==> src/rtl/fpc_pkg.sv <==
package fpc_pkg;

   typedef enum logic [1:0] {
      ST_IDLE  = 2'd0,
      ST_ISSUE = 2'd1,
      ST_WAIT  = 2'd2
   } fpc_state_e;

   typedef enum logic {
      PH_POLL    = 1'b0,
      PH_CONFIRM = 1'b1
   } fpc_phase_e;

   typedef enum logic {
      MODE_DATA   = 1'b0,
      MODE_TOGGLE = 1'b1
   } fpc_mode_e;

endpackage

==> src/rtl/fpc_budget.sv <==
module fpc_budget #(
   parameter int MAX_POLLS = 1024,
   localparam int CW = $clog2(MAX_POLLS + 1)
) (
   input  logic clk,
   input  logic rst_n,
   input  logic clear_i,
   input  logic step_i,
   output logic spent_o
);

   logic [CW-1:0] used_q;

   always_ff @(posedge clk or negedge rst_n) begin
      if (!rst_n)
         used_q <= '0;
      else if (clear_i)
         used_q <= '0;
      else if (step_i && (used_q != CW'(MAX_POLLS)))
         used_q <= used_q + 1'b1;
   end

   assign spent_o = (used_q >= CW'(MAX_POLLS));

endmodule

==> src/rtl/fpc_status_eval.sv <==
module fpc_status_eval #(
   parameter int DW         = 16,
   parameter int FLAG_BIT   = 7,
   parameter int TOGGLE_BIT = 6
) (
   input  logic [DW-1:0] rd_data_i,
   input  logic [DW-1:0] prev_i,
   input  logic [DW-1:0] expect_i,
   output logic          flag_match_o,
   output logic          toggle_still_o,
   output logic          word_match_o
);

   logic [DW-1:0] bit_diff;

   for (genvar b = 0; b < DW; b++) begin : g_bit
      assign bit_diff[b] = rd_data_i[b] ^ expect_i[b];
   end

   assign flag_match_o   = ~bit_diff[FLAG_BIT];
   assign toggle_still_o = (rd_data_i[TOGGLE_BIT] == prev_i[TOGGLE_BIT]);
   assign word_match_o   = ~|bit_diff;

endmodule

==> src/rtl/fpc_sequencer.sv <==
module fpc_sequencer
   import fpc_pkg::*;
(
   input  logic clk,
   input  logic rst_n,
   input  logic start_i,
   input  logic mode_i,
   input  logic rd_valid_i,
   input  logic flag_match_i,
   input  logic toggle_still_i,
   input  logic word_match_i,
   input  logic spent_i,
   output logic rd_req_o,
   output logic capture_o,
   output logic prev_en_o,
   output logic budget_clear_o,
   output logic budget_step_o,
   output logic done_o,
   output logic pass_o,
   output logic fail_o
);

   fpc_state_e state_q;
   fpc_phase_e phase_q;
   fpc_mode_e  mode_q;
   logic       first_q;
   logic       idle_start;
   logic       poll_resp;
   logic       confirm_resp;
   logic       complete;

   assign idle_start   = (state_q == ST_IDLE) && start_i;
   assign poll_resp    = (state_q == ST_WAIT) && rd_valid_i && (phase_q == PH_POLL);
   assign confirm_resp = (state_q == ST_WAIT) && rd_valid_i && (phase_q == PH_CONFIRM);
   assign complete     = (mode_q == MODE_DATA) ? flag_match_i : (!first_q && toggle_still_i);

   assign rd_req_o       = (state_q == ST_ISSUE);
   assign capture_o      = idle_start;
   assign budget_clear_o = idle_start;
   assign budget_step_o  = (state_q == ST_ISSUE) && (phase_q == PH_POLL);
   assign prev_en_o      = poll_resp;

   always_ff @(posedge clk or negedge rst_n) begin
      if (!rst_n) begin
         state_q <= ST_IDLE;
         phase_q <= PH_POLL;
         mode_q  <= MODE_DATA;
         first_q <= 1'b1;
         done_o  <= 1'b0;
         pass_o  <= 1'b0;
         fail_o  <= 1'b0;
      end else begin
         done_o <= 1'b0;
         unique case (state_q)
            ST_IDLE: begin
               if (start_i) begin
                  mode_q  <= fpc_mode_e'(mode_i);
                  phase_q <= PH_POLL;
                  first_q <= 1'b1;
                  pass_o  <= 1'b0;
                  fail_o  <= 1'b0;
                  state_q <= ST_ISSUE;
               end
            end
            ST_ISSUE: state_q <= ST_WAIT;
            ST_WAIT: begin
               if (confirm_resp) begin
                  done_o  <= 1'b1;
                  pass_o  <= word_match_i;
                  fail_o  <= ~word_match_i;
                  state_q <= ST_IDLE;
               end else if (poll_resp) begin
                  first_q <= 1'b0;
                  if (complete) begin
                     phase_q <= PH_CONFIRM;
                     state_q <= ST_ISSUE;
                  end else if (spent_i) begin
                     done_o  <= 1'b1;
                     fail_o  <= 1'b1;
                     state_q <= ST_IDLE;
                  end else begin
                     state_q <= ST_ISSUE;
                  end
               end
            end
            default: state_q <= ST_IDLE;
         endcase
      end
   end

endmodule

==> src/rtl/flash_poll_ctrl.sv <==
module flash_poll_ctrl #(
   parameter int DW         = 16,
   parameter int AW         = 24,
   parameter int MAX_POLLS  = 1024,
   parameter int FLAG_BIT   = 7,
   parameter int TOGGLE_BIT = 6
) (
   input  logic          clk,
   input  logic          rst_n,
   input  logic          start_i,
   input  logic          mode_i,
   input  logic          erase_i,
   input  logic [AW-1:0] addr_i,
   input  logic [DW-1:0] expect_i,
   output logic          rd_req_o,
   output logic [AW-1:0] rd_addr_o,
   input  logic          rd_valid_i,
   input  logic [DW-1:0] rd_data_i,
   output logic          done_o,
   output logic          pass_o,
   output logic          fail_o
);

   if (DW < 8) begin : g_bad_dw
      $error("flash_poll_ctrl: DW must be at least 8");
   end
   if (FLAG_BIT >= DW || TOGGLE_BIT >= DW || FLAG_BIT == TOGGLE_BIT) begin : g_bad_bits
      $error("flash_poll_ctrl: status bit positions invalid");
   end
   if (MAX_POLLS < 2) begin : g_bad_polls
      $error("flash_poll_ctrl: MAX_POLLS must be at least 2");
   end

   logic [AW-1:0] addr_q;
   logic [DW-1:0] expect_q;
   logic [DW-1:0] prev_q;
   logic          capture;
   logic          prev_en;
   logic          budget_clear;
   logic          budget_step;
   logic          spent;
   logic          flag_match;
   logic          toggle_still;
   logic          word_match;

   always_ff @(posedge clk or negedge rst_n) begin
      if (!rst_n) begin
         addr_q   <= '0;
         expect_q <= '0;
         prev_q   <= '0;
      end else begin
         if (capture) begin
            addr_q   <= addr_i;
            expect_q <= erase_i ? '1 : expect_i;
         end
         if (prev_en)
            prev_q <= rd_data_i;
      end
   end

   assign rd_addr_o = addr_q;

   fpc_status_eval #(
      .DW(DW), .FLAG_BIT(FLAG_BIT), .TOGGLE_BIT(TOGGLE_BIT)
   ) u_eval (
      .rd_data_i     (rd_data_i),
      .prev_i        (prev_q),
      .expect_i      (expect_q),
      .flag_match_o  (flag_match),
      .toggle_still_o(toggle_still),
      .word_match_o  (word_match)
   );

   fpc_budget #(.MAX_POLLS(MAX_POLLS)) u_budget (
      .clk    (clk),
      .rst_n  (rst_n),
      .clear_i(budget_clear),
      .step_i (budget_step),
      .spent_o(spent)
   );

   fpc_sequencer u_seq (
      .clk           (clk),
      .rst_n         (rst_n),
      .start_i       (start_i),
      .mode_i        (mode_i),
      .rd_valid_i    (rd_valid_i),
      .flag_match_i  (flag_match),
      .toggle_still_i(toggle_still),
      .word_match_i  (word_match),
      .spent_i       (spent),
      .rd_req_o      (rd_req_o),
      .capture_o     (capture),
      .prev_en_o     (prev_en),
      .budget_clear_o(budget_clear),
      .budget_step_o (budget_step),
      .done_o        (done_o),
      .pass_o        (pass_o),
      .fail_o        (fail_o)
   );

endmodule

==> config.mk <==
export PLATFORM = sky130hd
export DESIGN_NAME = flash_poll_ctrl
export DESIGN_NICKNAME = d
export VERILOG_FILES = /design/src/rtl/fpc_pkg.sv /design/src/rtl/fpc_budget.sv /design/src/rtl/fpc_status_eval.sv /design/src/rtl/fpc_sequencer.sv /design/src/rtl/flash_poll_ctrl.sv
export SDC_FILE = /design/constraint.sdc
export NUM_CORES = 1
export LEC_CHECK = 0
export BUFFER_PORTS_ARGS = -buffer_cell sky130_fd_sc_hd__buf_2
export CAP_MARGIN = 20
export CORE_UTILIZATION = 53
export CTS_CLUSTER_DIAMETER = 80
export DETAILED_ROUTE_END_ITERATION = 12
export PLACE_DENSITY = 0.8
export SLEW_MARGIN = 20
export SYNTH_ARGS = -nofsm -noshare
export SYNTH_HDL_FRONTEND = slang
export SYNTH_HIERARCHICAL = 1
export SYNTH_SLANG_ARGS = --single-unit
==> constraint.sdc <==
create_clock -name clk -period 2.3 [get_ports clk]
set_clock_uncertainty 0.05 [all_clocks]
set_input_delay 0 -clock clk [delete_from_list [all_inputs] [get_ports clk]]
set_output_delay 0 -clock clk [all_outputs]
set_load 0.02 [all_outputs]
After elaboration in Yosys (flattened, before gate mapping). Cells that the tools add are included.

Bits in registers: 66. Input bits: 62. Output and inout port bits: 28.

Add/subtract/negate cells: 1. Magnitude comparators: 1. Eq/ne operators: 12. Mux-type cells: 31. Bitwise operators: 18. Reduce and logical (&&, ||, !) cells: 19.

Operators with widths (number): $mux W11 (2); $mux W1 (19); $mux W16 (1); $reduce_or A16 Y1 (1); $xor A1 B1 Y1 (16); $add A11 B1 Y11 const B (1); $ge A11 B11 Y1 const B (1); $ne A11 B11 Y1 const B (1); $reduce_and A5 Y1 (2); $ne A3 B2 Y1 const B (3); $mux W2 (4); $pmux W1 S2 (4); $logic_and A1 B1 Y1 (7); $ne A2 B2 Y1 const B (3); $pmux W2 S3 (1); $ne A2 B1 Y1 const B (2); $reduce_and A2 Y1 (2); $reduce_and A4 Y1 (1); $reduce_bool A2 Y1 (2); $reduce_and A3 Y1 (1); $eq A2 B1 Y1 const B (1); $eq A2 B2 Y1 const B (1); $logic_not A1 Y1 (2); $logic_not A2 Y1 (1); other kinds (2) (3).

Longest topological paths before layout.
Word-level depth: 7. Gate-level depth with buffers: 8. Gate-level depth less buffers: 6.

Modules after synthesis. The synthesis kept the hierarchy.

Modules (own cells, without submodules): flash_poll_ctrl (instances 1, cells an instance 154, area an instance 2162.1 sq um, sequential area each 1401.3 sq um); fpc_budget (instances 1, cells an instance 75, area an instance 695.7 sq um, sequential area each 275.3 sq um); fpc_sequencer (instances 1, cells an instance 39, area an instance 406.6 sq um, sequential area each 201.4 sq um); fpc_status_eval (instances 1, cells an instance 22, area an instance 193.9 sq um, sequential area each 0.0 sq um).

Least setup slack after synthesis. OpenSTA, ideal clock, no wires.

Path type: register -> register. Start: reg u_seq.state_q[1]. End: reg u_budget.used_q[10]. Library setup time: 0.078 ns. Arrival: 1.643 ns. Setup slack: 0.529 ns. Cell stages (with the launch flop): 7. Buffers on the path: 0. Clock period less this slack: 1.771 ns. Path through: dfrtp_1 inv_1 nand2_1 nor2_1 nand4_1 or4_1 a21oi_1.

Cells in the longest elaborated chain, start to end: 4. Elaborated cells on any way between the ends: 7. Those cells by class: eq/ne (1); mux (1); reduce/logical (5).

RTL lines: start: declaration (RTL line fpc_sequencer.sv:23) `fpc_state_e state_q;`; start signal: assignment (RTL line fpc_sequencer.sv:45) `state_q <= ST_IDLE;`; start signal: assignment (RTL line fpc_sequencer.sv:62) `state_q <= ST_ISSUE;`; start signal: assignment (RTL line fpc_sequencer.sv:65) `ST_ISSUE: state_q <= ST_WAIT;`; $eq A2 B1 Y1 (RTL line fpc_sequencer.sv:40) `assign budget_step_o = (state_q == ST_ISSUE) && (phase_q == PH_POLL);`; $logic_and A1 B1 Y1 (RTL line fpc_sequencer.sv:40); net budget_step (RTL line flash_poll_ctrl.sv:40) `logic budget_step;`; $logic_and A1 B1 Y1 (RTL line fpc_budget.sv:19) `else if (step_i && (used_q != CW'(MAX_POLLS)))`; $reduce_bool A2 Y1 (no line); end signal: assignment (RTL line fpc_budget.sv:20) `used_q <= used_q + 1'b1;`; end: declaration (RTL line fpc_budget.sv:12) `logic [CW-1:0] used_q;`.

The timed path passes the listed nets, and every way through them passes these cells. A chain may end at the register's enable or synchronous reset.

Worst setup path after layout.
Start: reg u_seq.state_q[1]. End: reg u_budget.used_q[9].

The elaborated chain is that of the path after synthesis.

==> summary.md <==
| Metric | Value |
|---|---|
| Outcome | finished, final reports clean |
| Switching part of the total | about 37% |
| Slowest stage delay, CP | 410 ps |
| Total clock sinks | 60 |
| RSZ-0062 raised after global routing | false |
| Post-DP Area | approximately 0.0034 mm2 |
| Setup slack, reg-to-reg | between 400 and 500 ps |
| Area Growth Syn to Fin | 39.03% |
| Final hold slack | approximately 42 ps |
| Mapped Area | 0.002914 mm2 |
| Startpoint Class | register |
| Die W | approximately 76 um |
| Vias | 2566 |
| Tightest Pin Transition | 642.4 ps |
| Reg2Reg Launch Point | u_seq/state_q[1] |
| Post-DR vias/cell | about 5.4 |
| Setup violators final | 0 |
| GR Overflow Total | 0 |
| Number of DRC markers in iteration 0 | 66 |
| CTS tree | yes |
| IO buf count | between 80 and 90 |
| Critical path data arrival time | 2070 ps |
| CP Data Required Time | 2470 ps |
| Internal | 2.892 mW |
| Die height | between 70 and 80 um |
| Worst path slowest cell | dfrtp_1 |
| Crit-path cells | inv_1 > nand2_1 > nor2_1 > buf_4 > nand4_1 > nor4_1 > mux2_2 |
| Starting density of the core | 55.99% |
| Relative slew slack | a little under three fifths |
| Worst hold path class | in2reg |
| CTS H-Tree Depth | 3 |
| Yosys warns | 6 |
| Clock-pin slew on the worst setup and hold paths | around 80 ps |
| Inserted Clock Buffers | 9 |
| Count of non-filler cells in the finished layout | 472 |
| Drt drc | 0 |
| Tot Pwr | 4.626 mW |
| Initial antenna violation count | 0 |
| Diodes inserted | 0 |
| End of the critical path | u_budget/used_q[9] |
| Leak | 1.846 nW |
| Routability cong. | between 0.8 and 0.9 |
| Row cnt | 26 |
| Total of max-cap violations | 0 |
| Die footprint | about 0.0058 mm2 |
| Combinational share of power | 40.0% |
| First-pass GRT wire length | about 13000 um |
| Fin. max-slew vios | 0 |
| Post-Syn Instances | 260 |
| Post-DRT Antenna Nets | 0 |
| Total track usage | 27.92% |
| Cells on worst reg2reg path | 7 |
| Mean Syn Cell Area | between 10 and 15 um2 |
| Final WL | between 7000 and 8000 um |
| Fin. Hold Viols | 0 |
| Placed Cells incl. Taps | between 400 and 500 |
| Fin util | ~78% |
| First drt pass iteration count | 4 |
| Setup TNS | 0 ps |
| CP Launch Point | u_seq/state_q[1] |
| Mapped Nets | between 300 and 400 |
| Crit end category | register |
| Fin crit share | between 80 and 90% |
| Worst-Skew Late Latency | 340 ps |
| Max IR drop VDD | 0.8916 mV |
| Maximum clock insertion buffer count | 2 |
| Min cycle time layout | 1899 ps |
| Fin nets | ~460 |
| Routed len/inst | ~16 um |
| Sequential share of power | between 30% and 40% |
| Largest net degree at the start of global routing | 39 |
| PostCTS Resize Cnt | 0 |
| CTS root buffer | clkbuf_8 |
| CP top delay family | simple AND/OR/NAND/NOR gates |
| Levels on crit path | 7 |
| Core box area | roughly 0.0052 mm2 |
| Share of cells above drive strength 1 | a little under two fifths |
| Max Freq | roughly 530 MHz |
| Buffers and inverters on the worst path | 2 |
| Crit Path Max Fanout | 8 |
| I/O pin count | 90 |
| Post-DP HPWL | between 4000 and 5000 um |
| Number of global-route vias before repair | roughly 2700 |
| Power per Cell Area | roughly 1100 mW/mm2 |
| Clock Power Share | a little over a fifth |
| CP Class | reg2reg |
| Cell area after layout | between 0.004 and 0.005 mm2 |
| Final WS setup | 400.6 ps |
| Worst R2R End | u_budget/used_q[9] |
| Place WS | about 460 ps |
| Net Switching | 1.734 mW |
[worst min-delay path by stage]
stage,start,to,slack [ps],cells past startpoint
2_1_floorplan,rst_n,expect_q[0],-350,0
3_3_place_gp,rst_n,rd_addr_o[17],2,1
3_5_place_dp,rst_n,rd_addr_o[17],10,1
4_1_cts,erase_i,expect_q[3],40,3
5_1_grt,erase_i,expect_q[13],60,3
6_report,erase_i,expect_q[13],40,3
[per-layer routing]
| layer | global-route usage (%) | routed length, um | share of wire (%) |
|---|---|---|---|
| met1 | 31.13 | 3072 | 40 |
| met2 | 50.00 | 4086 | 53 |
| met3 | 7.186 | 360 | 4.7 |
| met4 | 12.69 | 152 | 2.0 |
| met5 | 0 | 0 | 0 |
[worst min-delay path, delay by kind of cell]
family	cells	cell delay [ps]
buffers and inverters	1	200
AO/OA/AOI/OAI	1	60
AND/OR/NAND/NOR	1	130
[layout make-up]
cell class / instances / area, um2
Tap cell: 70 / 87.58
Clock buffer: 12 / 155.1
Multi-Input combinational cell: 178 / 1279
Sequential cell: 60 / 1503
Timing Repair Buffer: 139 / 945.9
Fill cell: 323 / 1154
Inverter: 9 / 33.78
Clock inverter: 4 / 47.55
[flip-flops by register name, indices dropped and copies added (netlist names)]
register         count
rd_addr_o           24
expect_q            16
u_budget/used_q     11
u_seq/state_q        2
prev_q               1
u_seq/done_o         1
u_seq/fail_o         1
u_seq/first_q        1
u_seq/mode_q         1
u_seq/pass_o         1
u_seq/phase_q        1
[power groups by stage]
stage / Sequential, mW / Combinational [mW] / Clock, mW
5_1_grt: 1.83 / 1.98 / 1.04
3_5_place_dp: 1.77 / 1.74 / 0
4_1_cts: 1.76 / 1.80 / 0.977
6_report: 1.79 / 1.85 / 0.987
2_1_floorplan: 2.00 / 1.03 / 0
3_3_place_gp: 1.75 / 1.69 / 0
[cells in the final DEF, fill, tap and decap left out, types with 4 or more instances in the layout]
cell type	n
a21oi_1	26
buf_2	89
buf_4	4
clkbuf_8	11
dfrtp_1	59
dlygate4sd3_1	45
inv_1	8
mux2_2	20
mux2_4	7
nand2_1	6
nand3b_1	4
nand4_1	7
nor2_1	38
o21ai_0	5
or3_1	5
xnor2_1	16
[what timing repair did]
action	4_1_cts	5_1_grt
hold buffers	45	0
hold endpoints to repair	72	0
setup buffers	0	0
(Power assumes the default switching activity.)
